--- src/rtl/bl_pkg.sv ---
package bl_pkg;
  localparam int unsigned INSN_W = 32;
  localparam int unsigned FLD_W  = 5;
  localparam int unsigned DISP_W = 16;
  localparam int unsigned BYTE_W = 8;

  localparam logic [5:0] OPC_DISP     = 6'd34;
  localparam logic [5:0] OPC_DISP_UPD = 6'd35;
  localparam logic [5:0] OPC_EXT      = 6'd31;
  localparam logic [9:0] XO_IDX       = 10'd87;
  localparam logic [9:0] XO_IDX_UPD   = 10'd119;

  typedef struct packed {
    logic              legal;
    logic              upd;
    logic              idx;
    logic              zero_base;
    logic [FLD_W-1:0]  rd;
    logic [FLD_W-1:0]  ra;
    logic [FLD_W-1:0]  rb;
    logic [DISP_W-1:0] disp;
  } dec_t;

  typedef enum logic [2:0] {
    ST_IDLE  = 3'd0,
    ST_MEM   = 3'd1,
    ST_WB_RD = 3'd2,
    ST_WB_RA = 3'd3,
    ST_DONE  = 3'd4
  } st_e;
endpackage

--- src/rtl/bl_decode.sv ---
module bl_decode
  import bl_pkg::*;
(
  input  logic [INSN_W-1:0] insn_i,
  output dec_t              dec_o
);
  logic [5:0] opc;
  logic [9:0] xo;
  logic       d_form, x_form, unused_rc;

  assign opc       = insn_i[31:26];
  assign xo        = insn_i[10:1];
  assign unused_rc = insn_i[0];

  always_comb begin
    d_form = (opc == OPC_DISP) || (opc == OPC_DISP_UPD);
    x_form = (opc == OPC_EXT) && ((xo == XO_IDX) || (xo == XO_IDX_UPD));
    dec_o.legal     = d_form || x_form;
    dec_o.upd       = (opc == OPC_DISP_UPD) || (x_form && (xo == XO_IDX_UPD));
    dec_o.idx       = x_form;
    dec_o.rd        = insn_i[25:21];
    dec_o.ra        = insn_i[20:16];
    dec_o.rb        = insn_i[15:11];
    dec_o.disp      = insn_i[15:0];
    dec_o.zero_base = !dec_o.upd && (dec_o.ra == '0);
  end
endmodule

--- src/rtl/bl_regfile.sv ---
module bl_regfile #(
  parameter int unsigned NREG = 32,
  parameter int unsigned XLEN = 64,
  localparam int unsigned IW  = $clog2(NREG)
) (
  input  logic            clk_i,
  input  logic            rst_ni,
  input  logic            we_i,
  input  logic [IW-1:0]   waddr_i,
  input  logic [XLEN-1:0] wdata_i,
  input  logic [IW-1:0]   raddr_a_i,
  output logic [XLEN-1:0] rdata_a_o,
  input  logic [IW-1:0]   raddr_b_i,
  output logic [XLEN-1:0] rdata_b_o,
  input  logic [IW-1:0]   raddr_t_i,
  output logic [XLEN-1:0] rdata_t_o
);
  logic [XLEN-1:0] regs [NREG];

  for (genvar g = 0; g < NREG; g++) begin : g_reg
    logic [XLEN-1:0] q;
    always_ff @(posedge clk_i or negedge rst_ni) begin
      if (!rst_ni)                              q <= '0;
      else if (we_i && (waddr_i == IW'(g)))     q <= wdata_i;
    end
    assign regs[g] = q;
  end

  assign rdata_a_o = regs[raddr_a_i];
  assign rdata_b_o = regs[raddr_b_i];
  assign rdata_t_o = regs[raddr_t_i];
endmodule

--- src/rtl/bl_agen.sv ---
module bl_agen #(
  parameter int unsigned XLEN   = 64,
  parameter int unsigned AW     = 32,
  parameter int unsigned DISP_W = 16
) (
  input  logic [XLEN-1:0]   base_i,
  input  logic [XLEN-1:0]   index_i,
  input  logic [DISP_W-1:0] disp_i,
  input  logic              use_idx_i,
  input  logic              zero_base_i,
  output logic [AW-1:0]     ea_o
);
  logic [XLEN-1:0] base, offs, full_sum;
  logic [XLEN-AW-1:0] unused_hi;

  always_comb begin
    base     = zero_base_i ? '0 : base_i;
    offs     = use_idx_i ? index_i : {{(XLEN-DISP_W){disp_i[DISP_W-1]}}, disp_i};
    full_sum = base + offs;
  end

  assign ea_o      = full_sum[AW-1:0];
  assign unused_hi = full_sum[XLEN-1:AW];
endmodule

--- src/rtl/byte_load_unit.sv ---
module byte_load_unit
  import bl_pkg::*;
#(
  parameter int unsigned XLEN = 64,
  parameter int unsigned AW   = 32,
  parameter int unsigned NREG = 32,
  localparam int unsigned IW  = $clog2(NREG)
) (
  input  logic              clk_i,
  input  logic              rst_ni,
  input  logic              insn_valid_i,
  input  logic [INSN_W-1:0] insn_i,
  output logic              ready_o,
  output logic              illegal_o,
  output logic              done_o,
  output logic [AW-1:0]     pc_o,
  output logic              mem_req_o,
  output logic [AW-1:0]     mem_addr_o,
  input  logic              mem_rvalid_i,
  input  logic [BYTE_W-1:0] mem_rdata_i,
  input  logic              tw_en_i,
  input  logic [IW-1:0]     tw_idx_i,
  input  logic [XLEN-1:0]   tw_data_i,
  input  logic [IW-1:0]     tr_idx_i,
  output logic [XLEN-1:0]   tr_data_o
);
  dec_t              dec;
  st_e               st_q;
  logic [AW-1:0]     ea, ea_q, pc_q;
  logic [IW-1:0]     rd_q, ra_q;
  logic              upd_q, illegal_q;
  logic [BYTE_W-1:0] byte_q;
  logic [XLEN-1:0]   base_val, index_val;
  logic              we;
  logic [IW-1:0]     waddr;
  logic [XLEN-1:0]   wdata;
  logic              accept;

  bl_decode u_decode (.insn_i(insn_i), .dec_o(dec));

  bl_regfile #(.NREG(NREG), .XLEN(XLEN)) u_rf (
    .clk_i     (clk_i),
    .rst_ni    (rst_ni),
    .we_i      (we),
    .waddr_i   (waddr),
    .wdata_i   (wdata),
    .raddr_a_i (IW'(dec.ra)),
    .rdata_a_o (base_val),
    .raddr_b_i (IW'(dec.rb)),
    .rdata_b_o (index_val),
    .raddr_t_i (tr_idx_i),
    .rdata_t_o (tr_data_o)
  );

  bl_agen #(.XLEN(XLEN), .AW(AW), .DISP_W(DISP_W)) u_agen (
    .base_i      (base_val),
    .index_i     (index_val),
    .disp_i      (dec.disp),
    .use_idx_i   (dec.idx),
    .zero_base_i (dec.zero_base),
    .ea_o        (ea)
  );

  assign accept = insn_valid_i && (st_q == ST_IDLE);

  always_ff @(posedge clk_i or negedge rst_ni) begin
    if (!rst_ni) begin
      st_q      <= ST_IDLE;
      ea_q      <= '0;
      rd_q      <= '0;
      ra_q      <= '0;
      upd_q     <= 1'b0;
      byte_q    <= '0;
      illegal_q <= 1'b0;
      pc_q      <= '0;
    end else begin
      illegal_q <= 1'b0;
      unique case (st_q)
        ST_IDLE: if (accept) begin
          if (dec.legal) begin
            ea_q  <= ea;
            rd_q  <= IW'(dec.rd);
            ra_q  <= IW'(dec.ra);
            upd_q <= dec.upd;
            st_q  <= ST_MEM;
          end else begin
            illegal_q <= 1'b1;
          end
        end
        ST_MEM: if (mem_rvalid_i) begin
          byte_q <= mem_rdata_i;
          st_q   <= ST_WB_RD;
        end
        // destination first, base last: base wins when the fields coincide
        ST_WB_RD: st_q <= upd_q ? ST_WB_RA : ST_DONE;
        ST_WB_RA: st_q <= ST_DONE;
        ST_DONE: begin
          pc_q <= pc_q + AW'(4);
          st_q <= ST_IDLE;
        end
        default: st_q <= ST_IDLE;
      endcase
    end
  end

  always_comb begin
    we    = tw_en_i && (st_q == ST_IDLE);
    waddr = tw_idx_i;
    wdata = tw_data_i;
    if (st_q == ST_WB_RD) begin
      we    = 1'b1;
      waddr = rd_q;
      wdata = {{(XLEN-BYTE_W){1'b0}}, byte_q};
    end else if (st_q == ST_WB_RA) begin
      we    = 1'b1;
      waddr = ra_q;
      wdata = {{(XLEN-AW){1'b0}}, ea_q};
    end
  end

  assign ready_o    = (st_q == ST_IDLE);
  assign done_o     = (st_q == ST_DONE);
  assign mem_req_o  = (st_q == ST_MEM);
  assign mem_addr_o = ea_q;
  assign illegal_o  = illegal_q;
  assign pc_o       = pc_q;
endmodule

--- config.mk ---
export PLATFORM = sky130hd
export DESIGN_NAME = byte_load_unit
export DESIGN_NICKNAME = d
export VERILOG_FILES = /design/src/rtl/bl_pkg.sv /design/src/rtl/bl_decode.sv /design/src/rtl/bl_regfile.sv /design/src/rtl/bl_agen.sv /design/src/rtl/byte_load_unit.sv
export SDC_FILE = /design/constraint.sdc
export NUM_CORES = 2
export LEC_CHECK = 0
export CAP_MARGIN = 20
export CORE_ASPECT_RATIO = 1.25
export CORE_UTILIZATION = 60
export CTS_CLUSTER_DIAMETER = 200
export CTS_CLUSTER_SIZE = 14
export DETAILED_ROUTE_END_ITERATION = 16
export PLACE_DENSITY_LB_ADDON = 0.05
export SETUP_SLACK_MARGIN = 0.02
export SLEW_MARGIN = 20
export SYNTH_ARGS = -nofsm -noshare
export SYNTH_HDL_FRONTEND = slang
export SYNTH_SLANG_ARGS = --single-unit
export TNS_END_PERCENT = 20
--- constraint.sdc ---
create_clock -name clk_i -period 11.4 [get_ports clk_i]
set_input_delay 2.28 -clock clk_i [delete_from_list [all_inputs] [get_ports clk_i]]
set_output_delay 2.28 -clock clk_i [all_outputs]
set_load 0.01 [all_outputs]
======== After elaboration in Yosys (flattened, before gate mapping) ========
Index checks and enable logic that the tools add are counted.
storage, ports and cells
  register bits ........................... 2135
cells by class
  $add $sub $neg .......................... 2
  magnitude comparators ................... 3
  eq/ne operators ......................... 43
  muxes and demuxes ....................... 25
  bitwise logic cells ..................... 3
  reduce and logical (&&, ||, !) cells .... 48
operator list
  cell                                                                    count
  64-bit binary-select mux with 5-bit select                              3
  64-bit two-way mux                                                      4
  32-bit two-way mux                                                      6
  5-bit equality test, second input constant                              16
  5-bit by 4-bit equality test with 1-bit output, second input constant   8
  1-bit logical AND                                                       37
  32-bit by 3-bit adder with 32-bit output, second input constant         1
  32-bit adder                                                            1
  10-bit by 7-bit equality test with 1-bit output, second input constant  2
  5-bit by 3-bit equality test with 1-bit output, second input constant   4
  6-bit greater-or-equal comparator, second input constant                3
  5-bit NOT with 6-bit output                                             3
  6-bit equality test, second input constant                              2
  3-bit two-way mux                                                       4
  3-bit one-hot mux with 4 select lines                                   1
  5-bit by 2-bit equality test with 1-bit output, second input constant   2
  5-bit logical NOT                                                       2
  5-bit two-way mux                                                       2
  3-bit by 2-bit equality test with 1-bit output, second input constant   2
  6-bit by 5-bit equality test with 1-bit output, second input constant   1
  2-bit by 1-bit != test with 1-bit output, second input constant         3
  3-bit AND reduction                                                     2
  5-bit by 1-bit equality test with 1-bit output, second input constant   1
  1-bit two-way mux                                                       5
  other kinds (6)                                                         9

======== Depth between registers and ports, before layout ========
  depth in word-level cells ............... 9
  gate-level depth with buffers ........... 19
  mapped depth without buffers ............ 15

======== Modules after synthesis ========
Synthesis repeated with hierarchy kept, for this count alone.
second synthesis, totals
  cells, all modules ...................... 10013
  area total of the unflattened synthesis .. 131384.8 um^2
by module, submodules not included
  module          times used  cells each  area each (um^2)  sequential area each (um^2)
  bl_regfile      1           9226        124518.2          51249.2
  byte_load_unit  1           416         4291.6            2127.0
  bl_agen         1           319         2184.6            0.0
  bl_decode       1           52          390.4             0.0

======== Worst setup path after synthesis ========
Ideal clock, no wire load.
  path kind ............................... input -> output
  start ................................... input port tr_idx_i[0]
  end ..................................... output port tr_data_o[10]
  arrival ................................. 4.316 ns
  slack ................................... 4.804 ns
  stages .................................. 5
  buffers on the path ..................... 2
  path through ............................ clkbuf_1 buf_1 mux4_2 mux4_2 mux2_2
between the ends
  cells in the longest elaborated chain, start to end .. 4
ends and longest elaborated chain
  item                                                   RTL line              source
  start, declared                                        byte_load_unit.sv:24  input logic [IW-1:0] tr_idx_i,
  5-bit NOT with 6-bit output (not written as such)      bl_regfile.sv:31      assign rdata_t_o = regs[raddr_t_i];
  64-bit binary-select mux with 5-bit select             bl_regfile.sv:31
  64-bit two-way mux (not written as such) (2 in a row)  bl_regfile.sv:31
  end, declared                                          byte_load_unit.sv:25  output logic [XLEN-1:0] tr_data_o
Every way passes these cells. The select of a mux whose other input is x is not followed.

======== Worst setup path after layout ========
  start ................................... input port tr_idx_i[0]
  end ..................................... output port tr_data_o[29]
The elaborated chain is that of the path after synthesis.

==> results.toml <==
[run_status]
run_status = "finished, final reports clean"

[routing]
finalWirelength_um = 336000
detail_route.wl_per_cell_um = 29.7
viasPerCell = 6.89
ant_nets = 0
first_iter_violations = 8672
drc = 0
number_of_detailed_routing_iterations_run_before_antenna_repair = 5
vias = 77900

[setup_path]
worstPathRequired_ps = 9120
critical_path_cell_with_the_highest_stage_delay = "sky130_fd_sc_hd__buf_8"
worst-path-stages = 6
critical-path-top-delay-family = "buffers and inverters"
reg2reg_to = "mem_addr_o[28]$_DFFE_PN0P_"
critPathMaxStageDelay_ps = 620
worstPathBufferInverterCount = 3
setup.worst_path.class = "in2out"
critical_path_cell_sequence = "buf_8, buf_12, mux4_2, mux4_2, mux2_2, clkdlybuf4s50_1"
setup.reg_to_reg.worst_slack_ps = 6260
launching_point_of_the_worst_reg2reg_path = "u_rf.g_reg[22].q[0]$_DFFE_PN0P_"
critical_path_most_common_cell = "sky130_fd_sc_hd__mux4_2"
start_kind = "input pin"
worst-endpoint-arrival_ps = 5750
timing.reg2reg.worst_path_depth = 14
worst-path-max-fanout = 68
critPathCaptureType = "output pin"

[cells_and_area]
layout-drive-gt1-share_pct = 20.2
num-nets-final = 9055
synthToLayoutAreaGrowth_pct = 7.23
final_cell_count_no_fill = 11300
final_area_um2 = 118000
layout.core_utilization_pct = 64.7

[timing]
postLayoutSetupSlackWorst_ps = 3370
hold_slack_ps = 474
rsz0062_at_grt = "false"
max_freq_mhz = 125
final_hold_viol_count = 0
minimum_clock_period_ps = 8030
worst_slew_pin_slew_ps = 1080
crit_share_post_route_pct = 70.5
setup-tns-final_ps = 0
max_slew_margin_pct = 27.8
fin_skew_ps = 46.3
timing.final.setup_violations = 0
max_slew_vio_count = 0

[power_and_ir_drop]
leakage_nw = 50.4
power_switching_mw = 6.09
internal-power_mw = 14.4
cellPowerDensity_nw_per_um2 = 174
switching_fraction_pct = 29.7
worst_ir_drop_vdd_v = 0.000155
total_power_mw = 20.5
sequential_share_of_power_pct = 50.1
share_clk_of_total_power_pct = 26.5
combPwrFrac_pct = 23.4

[synth]
synth_common_cells = "sky130_fd_sc_hd__nand2_1, sky130_fd_sc_hd__dfrtp_1, sky130_fd_sc_hd__o21ai_0"
synthDominantCellAreaShare_pct = 48.6
synth-seq-cells = 2133
yosys_top_cell_by_area = "sky130_fd_sc_hd__dfrtp_1"
synth_flop_cell = "sky130_fd_sc_hd__dfrtp_1"
syn-cell-area_um2 = 110000
yosys_warnings = 0
mean_area_per_synthesized_cell_um2 = 11.8
netlist_instances = 9316
synth.most_common_cell = "sky130_fd_sc_hd__nand2_1"
yosys-top-cells-area = "sky130_fd_sc_hd__dfrtp_1, sky130_fd_sc_hd__mux4_2, sky130_fd_sc_hd__o21ai_0"
synth-edff-count = 0
synth.yosys.seq_area_share_pct = 48.6
post_synth_num_cell_types = 67
synthArstFlopShare_pct = 100

[clock_tree]
tritoncts.num_buffers = 170
tritoncts = "built"
insertion_delay_ps = 860
clock_sink_count = 2133
clock_path_buffers = 3
cts_repair_resize_count = 0
cts_root_buf = "sky130_fd_sc_hd__clkbuf_16"
cts_htree_levels = 4
holdBufCountCts = 0
post_cts.repair.setup_buffers = 0
clk_pin_slew_worst_paths_ps = 70

[floorplan]
floorplan.die.height_um = 480
chipWidth_um = 384
design.portCount = 251
initial_util_pct = 60.4
core_area_um2 = 182000
overall_die_area_um2 = 185000
placement_rows = 175

[global_route]
grt.total_usage_pct = 37.4
antenna_found_initial = 6
grt_first_pass_wirelength_um = 508000
first_global_vias = 77600
grt_start_max_net_pins = 183
globalRouteOverflowTotal = 0

[placement]
cell_count_post_placement = 11100
buffer_ports.inserted = 248
place_hpwl_um = 189000
dp_slack_ps = 3340
postPlaceCellArea_um2 = 113000
place.gp.congestion = 0.892

[min_path]
timing.hold.worst_path_depth = 2
hold_end = "u_rf.g_reg[27].q[43]$_DFFE_PN0P_"
hp-class = "reg2reg"
timing.hold.worst.start = "u_rf.g_reg[27].q[43]$_DFFE_PN0P_"

[job]
max_cap_violations = 0
==> state kept, by name (all words and copies together) (netlist names) <==
name / count
rd_q: 5
mem_addr_o: 32
pc_o: 30
byte_q: 8
ra_q: 5
upd_q: 1
illegal_o: 1
u_rf.g.q: 2048
st_q: 3
==> cell type report <==
| class | instances | area (um^2) |
|---|---|---|
| timing repair buffer | 400 | 4040 |
| tap | 2389 | 2990 |
| antenna | 2 | 5.00 |
| clock inverter | 8 | 103 |
| sequential | 2133 | 53400 |
| clock buffer | 175 | 4360 |
| fill | 13900 | 64100 |
| multi-input combinational | 6184 | 52700 |
| inverter | 14 | 52.6 |
==> cells in the final DEF, fill, tap and decap left out, drive strengths merged, types with 4 or more instances in the layout <==
| cell | n |
|---|---|
| nand2 | 2148 |
| dfrtp | 2133 |
| o21ai | 2069 |
| mux4 | 1275 |
| clkdlybuf4s50 | 232 |
| clkbuf | 176 |
| buf | 167 |
| a21oi | 126 |
| nor2 | 113 |
| mux2 | 93 |
| mux2i | 63 |
| xnor2 | 35 |
| ha | 32 |
| and3 | 30 |
| nand3 | 22 |
| nor2b | 21 |
| inv | 21 |
| a21o | 15 |
| xor2 | 15 |
| nand4 | 14 |
| a211oi | 11 |
| nor3 | 11 |
| o31ai | 9 |
| o21bai | 9 |
| nand2b | 8 |
| a31oi | 6 |
| nor3b | 6 |
| a21boi | 5 |
| o21a | 5 |
| o211ai | 4 |
| and2 | 4 |
| and4 | 4 |
==> kinds of logic after synthesis <==
group,share of synthesized area (%)
buf+inv,3.72
simple gates,8.57
other cells,0.00342
flops,48.6
mux,27.7
fa+ha+maj,0.383
compound gates,10.6
xor+xnor,0.399
==> routing by layer <==
layer / vias up / global-route usage (%) / part of all wire, %
met1: 40100 / 54.0 / 40
li1: 32900 / - / -
met2: 4124 / 56.0 / 46
met4: 8 / 15.1 / 4.5
met3: 803 / 8.40 / 10
met5: - / 0 / 0.017
==> worst register-to-register path, stage by stage (launching register included) <==
cell and delay (ps):
sky130_fd_sc_hd__dfrtp_1 430, sky130_fd_sc_hd__mux4_2 490, sky130_fd_sc_hd__mux4_2 480, sky130_fd_sc_hd__mux2i_1 550, sky130_fd_sc_hd__a21oi_1 210, sky130_fd_sc_hd__ha_1 280
sky130_fd_sc_hd__fa_1 500, sky130_fd_sc_hd__a211oi_1 290, sky130_fd_sc_hd__nor2_1 120, sky130_fd_sc_hd__o21ai_1 470, sky130_fd_sc_hd__o211ai_1 270, sky130_fd_sc_hd__a21oi_1 500
sky130_fd_sc_hd__o41ai_1 170, sky130_fd_sc_hd__mux2i_1 170, sky130_fd_sc_hd__o211ai_1 100
==> worst max path at each step <==
stage / start / to / slack, ps
after floorplan: tr_idx_i[0] / tr_data_o[10] / 4800
after global placement: insn_i[11] / mem_addr_o[19]$_DFFE_PN0P_ / 3370
after detailed placement: tr_idx_i[0] / tr_data_o[11] / 3340
after CTS: tr_idx_i[0] / tr_data_o[11] / 3340
after global routing: tr_idx_i[0] / tr_data_o[11] / 3230
final: tr_idx_i[0] / tr_data_o[29] / 3370
==> power groups by stage <==
stage	clock (mW)	sequential [mW]	combinational, mW
2_1_floorplan	0	9.98	3.49
3_3_place_gp	0	10.3	4.65
3_5_place_dp	0	10.4	4.79
4_1_cts	5.50	10.2	4.80
5_1_grt	5.75	10.5	5.27
6_report	5.42	10.3	4.80
No activity file was read; power rests on OpenSTA's default activity.
